[src/rtl/vaseg_pkg.sv]
package vaseg_pkg;

  localparam int unsigned VA_W        = 64;
  localparam int unsigned NUM_REGIONS = 7;

  typedef enum logic [1:0] {
    VS_MAP   = 2'd0,
    VS_UNMAP = 2'd1,
    VS_BAD   = 2'd2
  } vs_kind_e;

  // Region indices, in ascending address order
  localparam int unsigned RG_LOW_USER  = 0;
  localparam int unsigned RG_X_USER    = 1;
  localparam int unsigned RG_X_SUPER   = 2;
  localparam int unsigned RG_X_KDIRECT = 3;
  localparam int unsigned RG_X_KMAPPED = 4;
  localparam int unsigned RG_C_DIRECT  = 5;
  localparam int unsigned RG_C_MAPPED  = 6;

  // Exclusive upper bound of region idx (the last region has none)
  function automatic logic [VA_W-1:0] region_bound(input int unsigned idx);
    case (idx)
      0:       return 64'h0000_0000_8000_0000;
      1:       return 64'h3FFF_FFFF_FFFF_FFFF;
      2:       return 64'h7FFF_FFFF_FFFF_FFFF;
      3:       return 64'hBFFF_FFFF_FFFF_FFFF;
      4:       return 64'hFFFF_FFFF_7FFF_FFFF;
      5:       return 64'hFFFF_FFFF_C000_0000;
      default: return '1;
    endcase
  endfunction

endpackage

[src/rtl/vaseg_region_classify.sv]
module vaseg_region_classify
  import vaseg_pkg::*;
(
  input  logic [VA_W-1:0]        addr,
  output logic [NUM_REGIONS-1:0] hit
);

  logic [NUM_REGIONS-1:0] below;

  // Bounds rise monotonically, so region i is the first bound passed
  for (genvar gi = 0; gi < NUM_REGIONS; gi++) begin : g_rgn
    if (gi == NUM_REGIONS - 1) begin : g_top
      assign below[gi] = 1'b1;
    end else begin : g_cmp
      assign below[gi] = (addr < region_bound(gi));
    end

    if (gi == 0) begin : g_first
      assign hit[gi] = below[gi];
    end else begin : g_next
      assign hit[gi] = below[gi] & ~below[gi-1];
    end
  end

endmodule

[src/rtl/vaseg_outcome.sv]
module vaseg_outcome
  import vaseg_pkg::*;
#(
  parameter int unsigned SEG_BITS = 40,
  parameter int unsigned PA_BITS  = 36,
  parameter int unsigned PA_W     = 40
) (
  input  logic [VA_W-1:0]        addr,
  input  logic [NUM_REGIONS-1:0] hit,
  input  logic                   user_mode,
  input  logic                   err_level,
  input  logic                   ux_en,
  input  logic                   sx_en,
  input  logic                   kx_en,
  output vs_kind_e               kind,
  output logic [PA_W-1:0]        paddr,
  output logic                   perm_rw
);

  localparam logic [VA_W-1:0] SEG_MASK   = (64'd1 << SEG_BITS) - 64'd1;
  localparam logic [VA_W-1:0] USER_TOP   = 64'h3FFF_FFFF_FFFF_FFFF;
  localparam logic [VA_W-1:0] XU_LIMIT   = SEG_MASK;
  localparam logic [VA_W-1:0] XS_LIMIT   = 64'h4000_0000_0000_0000 | SEG_MASK;
  localparam logic [VA_W-1:0] XKM_LIMIT  = (64'hC000_0000_0000_0000 | SEG_MASK)
                                           - 64'h0000_0000_8000_0000;
  localparam logic [VA_W-1:0] XKD_LIMIT  = (64'd1 << PA_BITS) - 64'd1;
  localparam logic [VA_W-1:0] XKD_OFFSET = 64'h03FF_FFFF_FFFF_FFFF;
  localparam int unsigned     PA_PAD     = PA_W - 32;

  vs_kind_e        kind_sel;
  logic [PA_W-1:0] pa_sel;

  always_comb begin
    kind_sel = VS_BAD;
    pa_sel   = '0;
    if (user_mode && (addr > USER_TOP)) begin
      kind_sel = VS_BAD;
    end else if (hit[RG_LOW_USER]) begin
      if (user_mode && err_level) begin
        kind_sel = VS_UNMAP;
        pa_sel   = addr[PA_W-1:0];
      end else begin
        kind_sel = VS_MAP;
      end
    end else if (hit[RG_X_USER]) begin
      kind_sel = (ux_en && (addr < XU_LIMIT)) ? VS_MAP : VS_BAD;
    end else if (hit[RG_X_SUPER]) begin
      kind_sel = (sx_en && (addr < XS_LIMIT)) ? VS_MAP : VS_BAD;
    end else if (hit[RG_X_KDIRECT]) begin
      if (kx_en && ((addr & XKD_OFFSET) < XKD_LIMIT)) begin
        kind_sel = VS_UNMAP;
        pa_sel   = addr[PA_W-1:0];
      end
    end else if (hit[RG_X_KMAPPED]) begin
      kind_sel = (kx_en && (addr < XKM_LIMIT)) ? VS_MAP : VS_BAD;
    end else if (hit[RG_C_DIRECT]) begin
      kind_sel = VS_UNMAP;
      pa_sel   = {{PA_PAD{1'b0}}, addr[31:0]};
    end else if (hit[RG_C_MAPPED]) begin
      kind_sel = VS_MAP;
    end
  end

  assign kind    = kind_sel;
  assign paddr   = (kind_sel == VS_UNMAP) ? pa_sel : '0;
  assign perm_rw = (kind_sel == VS_UNMAP);

endmodule

[src/rtl/vaseg_out_reg.sv]
module vaseg_out_reg
  import vaseg_pkg::*;
#(
  parameter int unsigned PA_W = 40
) (
  input  logic            clk,
  input  logic            rst_n,
  input  logic            in_valid,
  input  vs_kind_e        in_kind,
  input  logic [PA_W-1:0] in_paddr,
  input  logic            in_rw,
  output logic            q_valid,
  output vs_kind_e        q_kind,
  output logic [PA_W-1:0] q_paddr,
  output logic            q_rw
);

  logic            ld_en;
  vs_kind_e        kind_d;
  logic [PA_W-1:0] paddr_d;
  logic            rw_d;

  always_comb begin
    ld_en   = in_valid;
    kind_d  = in_kind;
    paddr_d = in_paddr;
    rw_d    = in_rw;
  end

  always_ff @(posedge clk or negedge rst_n) begin
    if (!rst_n) begin
      q_valid <= 1'b0;
      q_kind  <= VS_MAP;
      q_paddr <= '0;
      q_rw    <= 1'b0;
    end else begin
      q_valid <= in_valid;
      if (ld_en) begin
        q_kind  <= kind_d;
        q_paddr <= paddr_d;
        q_rw    <= rw_d;
      end
    end
  end


  valid_latency_chk: assert property (@(posedge clk) disable iff (!rst_n)
    in_valid |=> q_valid);

  valid_idle_chk: assert property (@(posedge clk) disable iff (!rst_n)
    !in_valid |=> !q_valid);

  result_hold_chk: assert property (@(posedge clk) disable iff (!rst_n)
    !in_valid |=> ($stable(q_kind) && $stable(q_paddr) && $stable(q_rw)));

endmodule

[src/rtl/vaseg_decoder.sv]
module vaseg_decoder
  import vaseg_pkg::*;
#(
  parameter int unsigned SEG_BITS = 40,
  parameter int unsigned PA_BITS  = 36,
  parameter int unsigned PA_W     = 40
) (
  input  logic            clk,
  input  logic            rst_n,
  input  logic            req_valid,
  input  logic [63:0]     req_addr,
  input  logic            user_mode,
  input  logic            err_level,
  input  logic            ux_en,
  input  logic            sx_en,
  input  logic            kx_en,
  output logic            rsp_valid,
  output logic [1:0]      rsp_kind,
  output logic [PA_W-1:0] rsp_paddr,
  output logic            rsp_rd,
  output logic            rsp_wr
);

  logic [NUM_REGIONS-1:0] region_hit;
  vs_kind_e               dec_kind;
  logic [PA_W-1:0]        dec_paddr;
  logic                   dec_rw;
  vs_kind_e               reg_kind;
  logic                   reg_rw;

  vaseg_region_classify u_classify (
    .addr (req_addr),
    .hit  (region_hit)
  );

  vaseg_outcome #(
    .SEG_BITS (SEG_BITS),
    .PA_BITS  (PA_BITS),
    .PA_W     (PA_W)
  ) u_outcome (
    .addr      (req_addr),
    .hit       (region_hit),
    .user_mode (user_mode),
    .err_level (err_level),
    .ux_en     (ux_en),
    .sx_en     (sx_en),
    .kx_en     (kx_en),
    .kind      (dec_kind),
    .paddr     (dec_paddr),
    .perm_rw   (dec_rw)
  );

  vaseg_out_reg #(
    .PA_W (PA_W)
  ) u_out_reg (
    .clk      (clk),
    .rst_n    (rst_n),
    .in_valid (req_valid),
    .in_kind  (dec_kind),
    .in_paddr (dec_paddr),
    .in_rw    (dec_rw),
    .q_valid  (rsp_valid),
    .q_kind   (reg_kind),
    .q_paddr  (rsp_paddr),
    .q_rw     (reg_rw)
  );

  assign rsp_kind = reg_kind;
  assign rsp_rd   = reg_rw;
  assign rsp_wr   = reg_rw;


  single_region_chk: assert property (@(posedge clk) disable iff (!rst_n)
    req_valid |-> ($countones(region_hit) == 1));

  user_reject_chk: assert property (@(posedge clk) disable iff (!rst_n)
    (req_valid && user_mode && (req_addr[63:62] != 2'b00)) |=> (rsp_kind == 2'd2));

  err_passthru_chk: assert property (@(posedge clk) disable iff (!rst_n)
    (req_valid && user_mode && err_level && (req_addr < 64'h8000_0000))
      |=> ((rsp_kind == 2'd1) && (rsp_paddr == $past(req_addr[PA_W-1:0]))));

  compat_mapped_chk: assert property (@(posedge clk) disable iff (!rst_n)
    (req_valid && !user_mode && (req_addr >= 64'hFFFF_FFFF_C000_0000)) |=> (rsp_kind == 2'd0));

  paddr_zero_chk: assert property (@(posedge clk) disable iff (!rst_n)
    (rsp_kind != 2'd1) |-> ((rsp_paddr == '0) && !rsp_rd && !rsp_wr));

  direct_perm_chk: assert property (@(posedge clk) disable iff (!rst_n)
    (rsp_kind == 2'd1) |-> (rsp_rd && rsp_wr));

  kind_code_chk: assert property (@(posedge clk) disable iff (!rst_n)
    rsp_kind != 2'd3);

endmodule

[config.mk]
export PLATFORM = sky130hd
export DESIGN_NAME = vaseg_decoder
export DESIGN_NICKNAME = d
export VERILOG_FILES = /design/src/rtl/vaseg_pkg.sv /design/src/rtl/vaseg_region_classify.sv /design/src/rtl/vaseg_outcome.sv /design/src/rtl/vaseg_out_reg.sv /design/src/rtl/vaseg_decoder.sv
export SDC_FILE = /design/constraint.sdc
export NUM_CORES = 1
export LEC_CHECK = 0
export BUFFER_PORTS_ARGS = -buffer_cell sky130_fd_sc_hd__buf_2
export CAP_MARGIN = 20
export CORE_UTILIZATION = 49
export DETAILED_ROUTE_END_ITERATION = 6
export GPL_TIMING_DRIVEN = 0
export PLACE_DENSITY = 0.77
export SETUP_SLACK_MARGIN = 0.05
export SYNTH_ARGS = -nofsm -noshare
export SYNTH_HDL_FRONTEND = slang
export SYNTH_HIERARCHICAL = 1
export SYNTH_SLANG_ARGS = --single-unit
export TNS_END_PERCENT = 30
[constraint.sdc]
create_clock -name clk -period 0.8 [get_ports clk]
set_input_delay 0.04 -clock clk [delete_from_list [all_inputs] [get_ports clk]]
set_output_delay 0.04 -clock clk [all_outputs]
set_load 0.005 [all_outputs]
==> results of run 1 <==
## metrics by stage
step | setup slack (ns) | setup TNS, ns | total power, W | utilization (%) | area (µm²)
after global placement | -2.100 | -91.02 | 0.002928 | 64.35 | 3608
after global routing | -1.717 | -75.63 | 0.004957 | 71.75 | 4024
final | -1.599 | -69.45 | 0.004760 | 71.75 | 4024
after CTS | -1.612 | -70.39 | 0.004769 | 70.37 | 3946
after floorplan | -1.545 | -64.71 | 0.002558 | - | 2938
after detailed placement | -2.133 | -92.34 | 0.002939 | 64.35 | 3608
## cell usage after synthesis, drive strengths merged (2+ instances only)
master	instances	area [µm²]
o311ai	2	35.04
a21oi	6	41.29
o21ai	2	10.01
a21o	2	15.01
nor2	11	41.29
nand3	5	25.02
inv	11	41.29
nand4	25	156.4
or2	2	12.51
nor4	18	127.6
nand2b	2	12.51
nand2	11	41.29
buf	9	132.6
dfrtp	44	1101
and4	3	26.28
mux2	44	645.6
or4	8	75.07
nor3	10	50.05
nor2b	2	12.51
o21bai	2	15.01
and2	32	200.2
## placed cells by master (no fill, tap or decap), types with 5 or more instances in the layout
master and count:
nor2_1 10, clkbuf_8 6, nand2_1 10, nand4_1 25
mux2_4 40, buf_2 97, nor4_1 12, buf_6 23
buf_4 12, and2_1 29, inv_1 11, or4_4 5
nand3_1 5, dfrtp_1 44, nor3_1 7
## worst max-delay path, stage by stage
cell and delay (ns):
buf_6 0.07, nand4_1 0.12, nor4_2 0.34, nand2_1 0.12, buf_6 0.16, or4_4 0.42, a21oi_2 0.16, or2_4 0.18
nor3_2 0.05, a21oi_2 0.22, a21oi_4 0.13, buf_4 0.16, and2_1 0.15, mux2_4 0.26
## final cells by class
cell class	count	area (µm²)	share of cell area (%)
well taps	72	90.09	2.239
clock inverters	2	38.79	0.9639
multi-input cells	197	1745	43.38
inverters	11	41.29	1.026
plain buffers	9	132.6	3.296
clock buffers	6	82.58	2.052
repair buffers	128	792.0	19.68
flip-flops and latches	44	1101	27.36
## flip-flops by register name (all words and copies together), names as in the netlist
name and count:
u_out_reg/q_valid 1, u_out_reg/q_kind 2, u_out_reg/q_rw 1, u_out_reg/q_paddr 40
## worst min-delay path by stage
stage | end | slack (ns) | depth (start not counted)
6_report | u_out_reg/q_kind[0] | -0.11 | 1
3_3_place_gp | u_out_reg/q_valid | 0.18 | 1
5_1_grt | u_out_reg/q_paddr[26] | -0.03 | 1
2_1_floorplan | u_out_reg/q_kind[0] | -0.26 | 0
3_5_place_dp | u_out_reg/q_valid | 0.18 | 1
4_1_cts | u_out_reg/q_paddr[19] | -0.08 | 1
## cells by family (layout without fill, tap and decap cells)
family	after synthesis	in the layout	synth area share, %
compound gates	21	21	5.992
flops	44	44	37.93
simple gates	131	131	27.50
mux	45	45	22.59
buf+inv	20	156	5.991
## layer usage
layer,GRT usage (%),vias up,share of wire [%]
met5,0,-,0
met4,10.36,0,2.2
met3,3.448,16,4.8
met2,42.84,104,50
met1,31.35,1260,43
li1,-,1251,-
## timing repair
item	4_1_cts	5_1_grt
gates cloned	1	0
endpoints found under the hold margin	45	44
buffers inserted	7	3
gates resized for setup	32	13
pin swaps	11	7
setup endpoints to repair	88	88
## power by group
group,switching [W],leakage (nW),total (W),internal [W]
Combinational,0.000394,1.36,0.000760,0.000366
Sequential,0.00000354,0.608,0.00223,0.00223
Clock,0.000747,0.0614,0.00177,0.00102
==> results.toml, run 1 <==
[floorplan]
core_mm2 = 0.005608
rows = 27
io_pins = 117
die_h_um = 78.97
start_util_pct = 51.76
dieWidth_um = 78.97
die_area_mm2 = 0.006235

[sta]
max_freq_mhz = 416.9
max-slew-margin-rel_pct = 35.67
period_share_pct = 299.9
setup_viol = 88
maxSlewViolCount = 0
fin_crit_ns = 2.399
hold_viol = 44
worst_pin_slew_ns = 0.9649
rsz0062_at_grt = "yes"
hold_ws_ns = -0.1083
fin_skew_ns = 0
fin_ws_ns = -1.599

[synth]
synth_seq_cells = 44
yosysWarningCount = 6
synth_cell_types = 38
postSynthAreaPerCell_um2 = 11.12
synth_edf_count = 0
synth_nets = 333
async_flop_share_pct = 100.0
synthCells = 261
ys.flop_type = "dfrtp_1"
seq_area_frac_synth_pct = 37.93
syn-cell-area_mm2 = 0.002903

[detailed_routing]
route.detailed.drc = 0
wl_per_cell_um = 16.39
drtAntennaViolNets = 0
via_per_inst = 5.610
num_vias = 2631
drt_iter0_drc = 99
drtPass1Iterations = 6
wl_um = 7685

[clock_network]
htreeDepth = 2
cts_tree = "built"
clkLatencyLatePin_ns = 0.29
cts.sinks = 44
cts_hold_buffers = 1
clk_path_buf_depth = 2
clk_pin_slew_ns = 0.09
numCtsBuffers = 5
root_buffer = "clkbuf_8"

[global_routing]
grt_pass1_vias = 2591
grt_pass1_wl_um = 12250
grt_use_total_pct = 24.95
grt_max_degree = 45
grt_overflow = 0
antenna_found_initial = 0

[setup_path]
reg2regPathDepth = 1
r2r_start = "u_out_reg/q_rw"
endpoint = "u_out_reg/q_paddr[2]"
critPathRequiredTime_ns = 0.98
crit_path_max_fanout = 6
cp.arrival_ns = 2.57
worstSetupStartpointType = "input pin"
r2r_slack_ns = -0.05
endpoint_kind = "flip-flop"
worstSetupPathType = "input pin to flip-flop"
reg2reg_to = "u_out_reg/q_rw"
startpoint = "req_addr[17]"

[finish]
area_growth_pct = 38.62
fin_nets = 468
final_cells = 469
drive_above_1_share_pct = 55.42
fillCellCount = 427
n_antenna_cell = 0

[min_path]
hp-class = "input pin to asynchronous set/reset pin"

[job]
drv_cap = 0

[status]
status = "complete, but fails checks"
violations = "hold timing, setup timing"

[place]
dpl.hpwl_um = 5518
dp_cells = 449
numPortBuffers = 116
gp_congestion = 0.8512

[power]
power_density_mw_per_mm2 = 1183
power_leakage_nw = 2.033
vdd.ir_drop.worst_v = 0.0007865
(Power assumes the default switching activity.)
==> inputs of run 2 (changes only) <==
GPL_TIMING_DRIVEN = default   (was 0)
==> results.toml, run 2 (same netlist as run 1, synthesis figures left out) <==
[setup_path]
crit_family = "simple AND/OR/NAND/NOR gates"
worstSetupPathType = "input pin to flip-flop"
cp.arrival_ns = 2.92
path_buf_inv = 5
crit_path_max_fanout = 8
critPathRequiredTime_ns = 1.06
endpoint_kind = "flip-flop"
path_cells = "buf_6 > nand4_1 > nor4_4 > buf_4 > nand2_4 > nor3_4 > buf_6 > mux2i_4 > nor4b_4 > and4_4 > o311ai_4 > a21oi_4 > buf_6 > buf_16 > and2_1 > mux2_4"
crit_top_cell = "buf_6"
cpMaxStageDelayCell = "nor4_4"
worstSetupStartpointType = "input pin"
slowest_delay_ns = 0.38

[clock_network]
clk_pin_slew_ns = 0.09
clk_path_buf_depth = 2
cts.sinks = 44
cts_tree = "built"
root_buffer = "clkbuf_8"
clkLatencyLatePin_ns = 0.31
numCtsBuffers = 5
htreeDepth = 2

[sta]
hold_viol = 0
rsz0062_at_grt = "yes"
max-slew-margin-rel_pct = 70.11
fin_skew_ns = 0
period_share_pct = 333.0
max_freq_mhz = 375.3
setup_tns_ns = -82.01
setup_viol = 88
fin_crit_ns = 2.664
maxSlewViolCount = 0
worst_pin_slew_ns = 0.4449
fin_ws_ns = -1.864

[status]
violations = "setup timing"
status = "complete, but fails checks"

[detailed_routing]
met2_length_um = 6154
drtPass1Iterations = 5
wl_per_cell_um = 22.93
wl_met1_um = 4482
drt_iter0_drc = 299
wl_um = 12570
drtAntennaViolNets = 0
met3_length_um = 1113
num_vias = 3398
highest_layer = "met4"
via_per_inst = 6.201
route.detailed.drc = 0

[place]
dpl.hpwl_um = 6659
dp_cells = 524
gp_congestion = 0.9601
numPortBuffers = 116

[power]
power_density_mw_per_mm2 = 1073
p_comb_share_pct = 21.6
p_sw_share_pct = 27.68
vdd.ir_drop.worst_v = 0.0008569
pwr-share-clk_pct = 34.9
p_int_w = 0.003710
power_leakage_nw = 2.489
switchingPower_w = 0.001420
power_frac_seq_pct = 43.5

[finish]
largest-register = "u_out_reg/q_paddr"
largest_reg_flops = 40
final_common_cell = "buf_2"
drive_above_1_share_pct = 69.12
n_antenna_cell = 0
fillCellCount = 254
top_regs = "u_out_reg/q_paddr x40, u_out_reg/q_kind x2"
fin_nets = 547
layout_common_cells = "buf_2, buf_4, dfrtp_1"
final_cells = 548
area_growth_pct = 64.70

[floorplan]
start_util_pct = 51.76
rows = 27
io_pins = 117
die_area_mm2 = 0.006235
die_h_um = 78.97
dieWidth_um = 78.97
core_mm2 = 0.005608

[global_routing]
grt_max_degree = 45
grt_pass1_vias = 3411
grt_overflow = 0
grt_pass1_wl_um = 17350
antenna_found_initial = 0
grt_use_total_pct = 36.82

[min_path]
hp-class = "input pin to flip-flop"

[job]
drv_cap = 0
-- run 2: cell count changes in the layout (fill, tap and decap cells not counted), moves of 4 or more --
cell / change
buf_6: -6
nor2_1: -5
buf_4: +75
and2_4: +19
nor2_2: +4
and2_1: -19
buf_2: +7
-- run 2: power by group through the flow --
stage	clock network (W)	logic [W]	registers (W)
after floorplan	0	0.000282	0.00228
after global placement	0	0.000890	0.00228
after detailed placement	0	0.000913	0.00228
after CTS	0.00173	0.000975	0.00223
after global routing	0.00188	0.00115	0.00223
final	0.00179	0.00111	0.00223
-- run 2: area by class of cell --
class                   count  area [µm²]  share of cell area, %
clock inverters             2       35.03                 0.7328
inverters                  11       41.29                 0.8636
well taps                  72       90.09                  1.884
flip-flops and latches     44        1101                  23.03
clock buffers               6       72.57                  1.518
multi-input cells         197        1916                  40.07
repair buffers            216        1525                  31.90
-- run 2: final timing paths --
check	start	endpoint	slack (ns)	depth (start not counted)
min reg2reg	u_out_reg/q_paddr[5]	u_out_reg/q_paddr[5]	0.52	1
min	req_addr[5]	u_out_reg/q_paddr[5]	0.09	3
max reg2reg	u_out_reg/q_paddr[19]	u_out_reg/q_paddr[19]	-0.05	1
max	req_addr[6]	u_out_reg/q_paddr[17]	-1.86	16
min in group asynchronous	rst_n	u_out_reg/q_paddr[27]	0.23	3
max in group asynchronous	rst_n	u_out_reg/q_paddr[0]	0.35	3
-- run 2: layer usage --
metal | vias up | GRT usage [%]
met5 | - | 0
met4 | 0 | 22.73
met3 | 75 | 5.287
met2 | 285 | 65.26
met1 | 1625 | 41.37
li1 | 1413 | -
-- run 2: stage by stage --
step | setup slack (ns) | util [%] | instance area (µm²) | total power (W) | hold slack, ns
global route | -1.921 | 85.25 | 4781 | 0.005263 | 0.1002
floorplan | -1.545 | - | 2938 | 0.002558 | -0.2556
CTS | -1.678 | 82.42 | 4622 | 0.004940 | 0.08284
global placement | -1.998 | 74.12 | 4156 | 0.003166 | 0.03098
detailed placement | -2.083 | 74.12 | 4156 | 0.003189 | 0.03384
finish | -1.864 | 85.25 | 4781 | 0.005130 | 0.09270
-- run 2: tightest hold or removal path: stages --
cell,delay (ns)
buf_6,0.08
and2_4,0.12
mux2_4,0.13
-- run 2: repair_timing --
action                                 in CTS  in global routing
gates resized for setup                    49                 34
hold buffers                                1                  0
buffers inserted                           10                  6
setup endpoints to repair                  88                 88
gates cloned                                3                  0
pin swaps                                  25                 21
endpoints found under the hold margin      44                  0
==> inputs of run 3 (changes only) <==
BUFFER_PORTS_ARGS = -buffer_cell sky130_fd_sc_hd__buf_4   (was -buffer_cell sky130_fd_sc_hd__buf_2)
SKIP_LAST_GASP = 1   (was default)
==> results.toml, run 3 (same netlist as run 1, synthesis figures left out) <==
[status]
status = "complete, but fails checks"
violations = "setup timing"

[place]
gp_congestion = 0.9226
numPortBuffers = 116
dp_cells = 531
dpl.hpwl_um = 7319

[detailed_routing]
drtAntennaViolNets = 0
num_vias = 3592
drtPass1Iterations = 5
wl_per_cell_um = 26.45
route.detailed.drc = 0
drt_iter0_drc = 388
wl_um = 14470
via_per_inst = 6.567

[sta]
period_share_pct = 381.2
worst_pin_slew_ns = 0.5932
rsz0062_at_grt = "yes"
max_freq_mhz = 327.9
max-slew-margin-rel_pct = 60.21
setup_viol = 88
maxSlewViolCount = 0
fin_ws_ns = -2.250
setup_tns_ns = -91.25
hold_viol = 0
fin_crit_ns = 3.050
fin_skew_ns = 0

[power]
p_int_w = 0.004149
p_sw_share_pct = 26.02
vdd.ir_drop.worst_v = 0.001042
power_density_mw_per_mm2 = 1113
power_leakage_nw = 2.508
power_frac_seq_pct = 39.8
pwr-share-clk_pct = 37.1
p_comb_share_pct = 23.1
switchingPower_w = 0.001459

[clock_network]
htreeDepth = 2
cts.sinks = 44
cts_tree = "built"
root_buffer = "clkbuf_8"
clk_pin_slew_ns = 0.10
numCtsBuffers = 5
clk_path_buf_depth = 2
clkLatencyLatePin_ns = 0.30

[global_routing]
grt_busiest_layer = "met2"
grt_use_total_pct = 38.84
antenna_found_initial = 0
grt_pass1_vias = 3573
met2_usage_pct = 69.66
met3_usage_pct = 6.552
grt_util_met1_pct = 42.93
grt_pass1_wl_um = 18310
grt_max_degree = 34
grt_overflow = 0

[finish]
largest-register = "u_out_reg/q_paddr"
top_regs = "u_out_reg/q_paddr x40, u_out_reg/q_kind x2"
area_growth_pct = 73.58
final_util_pct = 89.85
final_common_cell = "buf_4"
layout_common_cells = "buf_4, dfrtp_1, mux2_4"
n_antenna_cell = 0
fin_nets = 547
final_cells = 547
largest_reg_flops = 40
drive_above_1_share_pct = 66.11

[min_path]
min_to = "u_out_reg/q_paddr[17]"
hold-path-cell-count = 3
worstHoldStart = "req_addr[17]"
hp-class = "input pin to flip-flop"

[setup_path]
worstSetupPathType = "input pin to flip-flop"
cp.arrival_ns = 3.30
reg2regPathDepth = 1
crit_path_max_fanout = 33
slowest_delay_ns = 0.51
critPathRequiredTime_ns = 1.05
cpMaxStageDelayCell = "o31ai_2"
r2r_slack_ns = -0.14
path_cells = "buf_8 > nand4_1 > nor4_4 > nand2_4 > o31ai_2 > a21oi_4 > or2_4 > nor4_4 > o311ai_4 > a21oi_4 > buf_12 > and2_1 > mux2_4"
endpoint_kind = "flip-flop"
r2r_start = "u_out_reg/q_paddr[15]"
reg2reg_to = "u_out_reg/q_paddr[15]"
worstSetupStartpointType = "input pin"

[floorplan]
core_mm2 = 0.005608
die_h_um = 78.97
start_util_pct = 51.76
dieWidth_um = 78.97
die_area_mm2 = 0.006235
rows = 27
io_pins = 117

[job]
drv_cap = 0
run 3: area by class of cell:
| type | count | area, µm² |
|---|---|---|
| Multi-Input combinational cell | 197 | 1903 |
| Tap cell | 72 | 90.09 |
| Timing Repair Buffer | 216 | 1774 |
| Fill cell | 226 | 569.3 |
| Inverter | 11 | 41.29 |
| Sequential cell | 44 | 1101 |
| Clock inverter | 2 | 60.06 |
| Clock buffer | 5 | 68.82 |
run 3: how the worst max path moves through the flow:
stage                       from                     to  slack [ns]
floorplan           req_addr[44]  u_out_reg/q_paddr[23]       -1.54
global placement     req_addr[0]  u_out_reg/q_paddr[32]       -2.03
detailed placement   req_addr[0]  u_out_reg/q_paddr[32]       -2.18
CTS                 req_addr[26]  u_out_reg/q_paddr[38]       -1.64
global route        req_addr[17]  u_out_reg/q_paddr[15]       -2.27
finish              req_addr[17]  u_out_reg/q_paddr[15]       -2.25
run 3: through the flow:
stage	hold WS [ns]	worst slack (ns)	power, W	instance area [µm²]
3_3_place_gp	-0.09016	-2.035	0.003305	4524
3_5_place_dp	-0.08402	-2.178	0.003334	4524
6_report	0.1048	-2.250	0.005608	5039
2_1_floorplan	-0.2556	-1.545	0.002558	2938
5_1_grt	0.1180	-2.267	0.005704	5039
4_1_cts	0.09317	-1.638	0.005388	4897
run 3: what timing repair did:
| item | 4_1_cts | 5_1_grt |
|---|---|---|
| hold buffers | 1 | 0 |
| hold endpoints to repair | 44 | 0 |
| setup buffers | 6 | 2 |
| endpoints found under the setup margin | 88 | 88 |
| pin swaps | 12 | 14 |
| resized for setup | 41 | 28 |
run 3: metal layers:
| layer | vias up | routed length (µm) |
|---|---|---|
| li1 | 1406 | - |
| met1 | 1697 | 4814 |
| met2 | 377 | 6989 |
| met3 | 112 | 1550 |
| met4 | 0 | 1116 |
| met5 | - | 0 |
run 3: critical path: cells and delay by family:
kind	cells	cell delay [ns]
compound gates	4	1.03
buf+inv	2	0.27
mux	1	0.23
simple gates	6	1.67
run 3: power by group through the flow:
stage | clock, W | combinational [W] | sequential, W
2_1_floorplan | 0 | 0.000282 | 0.00228
3_3_place_gp | 0 | 0.00103 | 0.00228
3_5_place_dp | 0 | 0.00106 | 0.00228
4_1_cts | 0.00201 | 0.00115 | 0.00223
5_1_grt | 0.00214 | 0.00133 | 0.00223
6_report | 0.00208 | 0.00129 | 0.00223
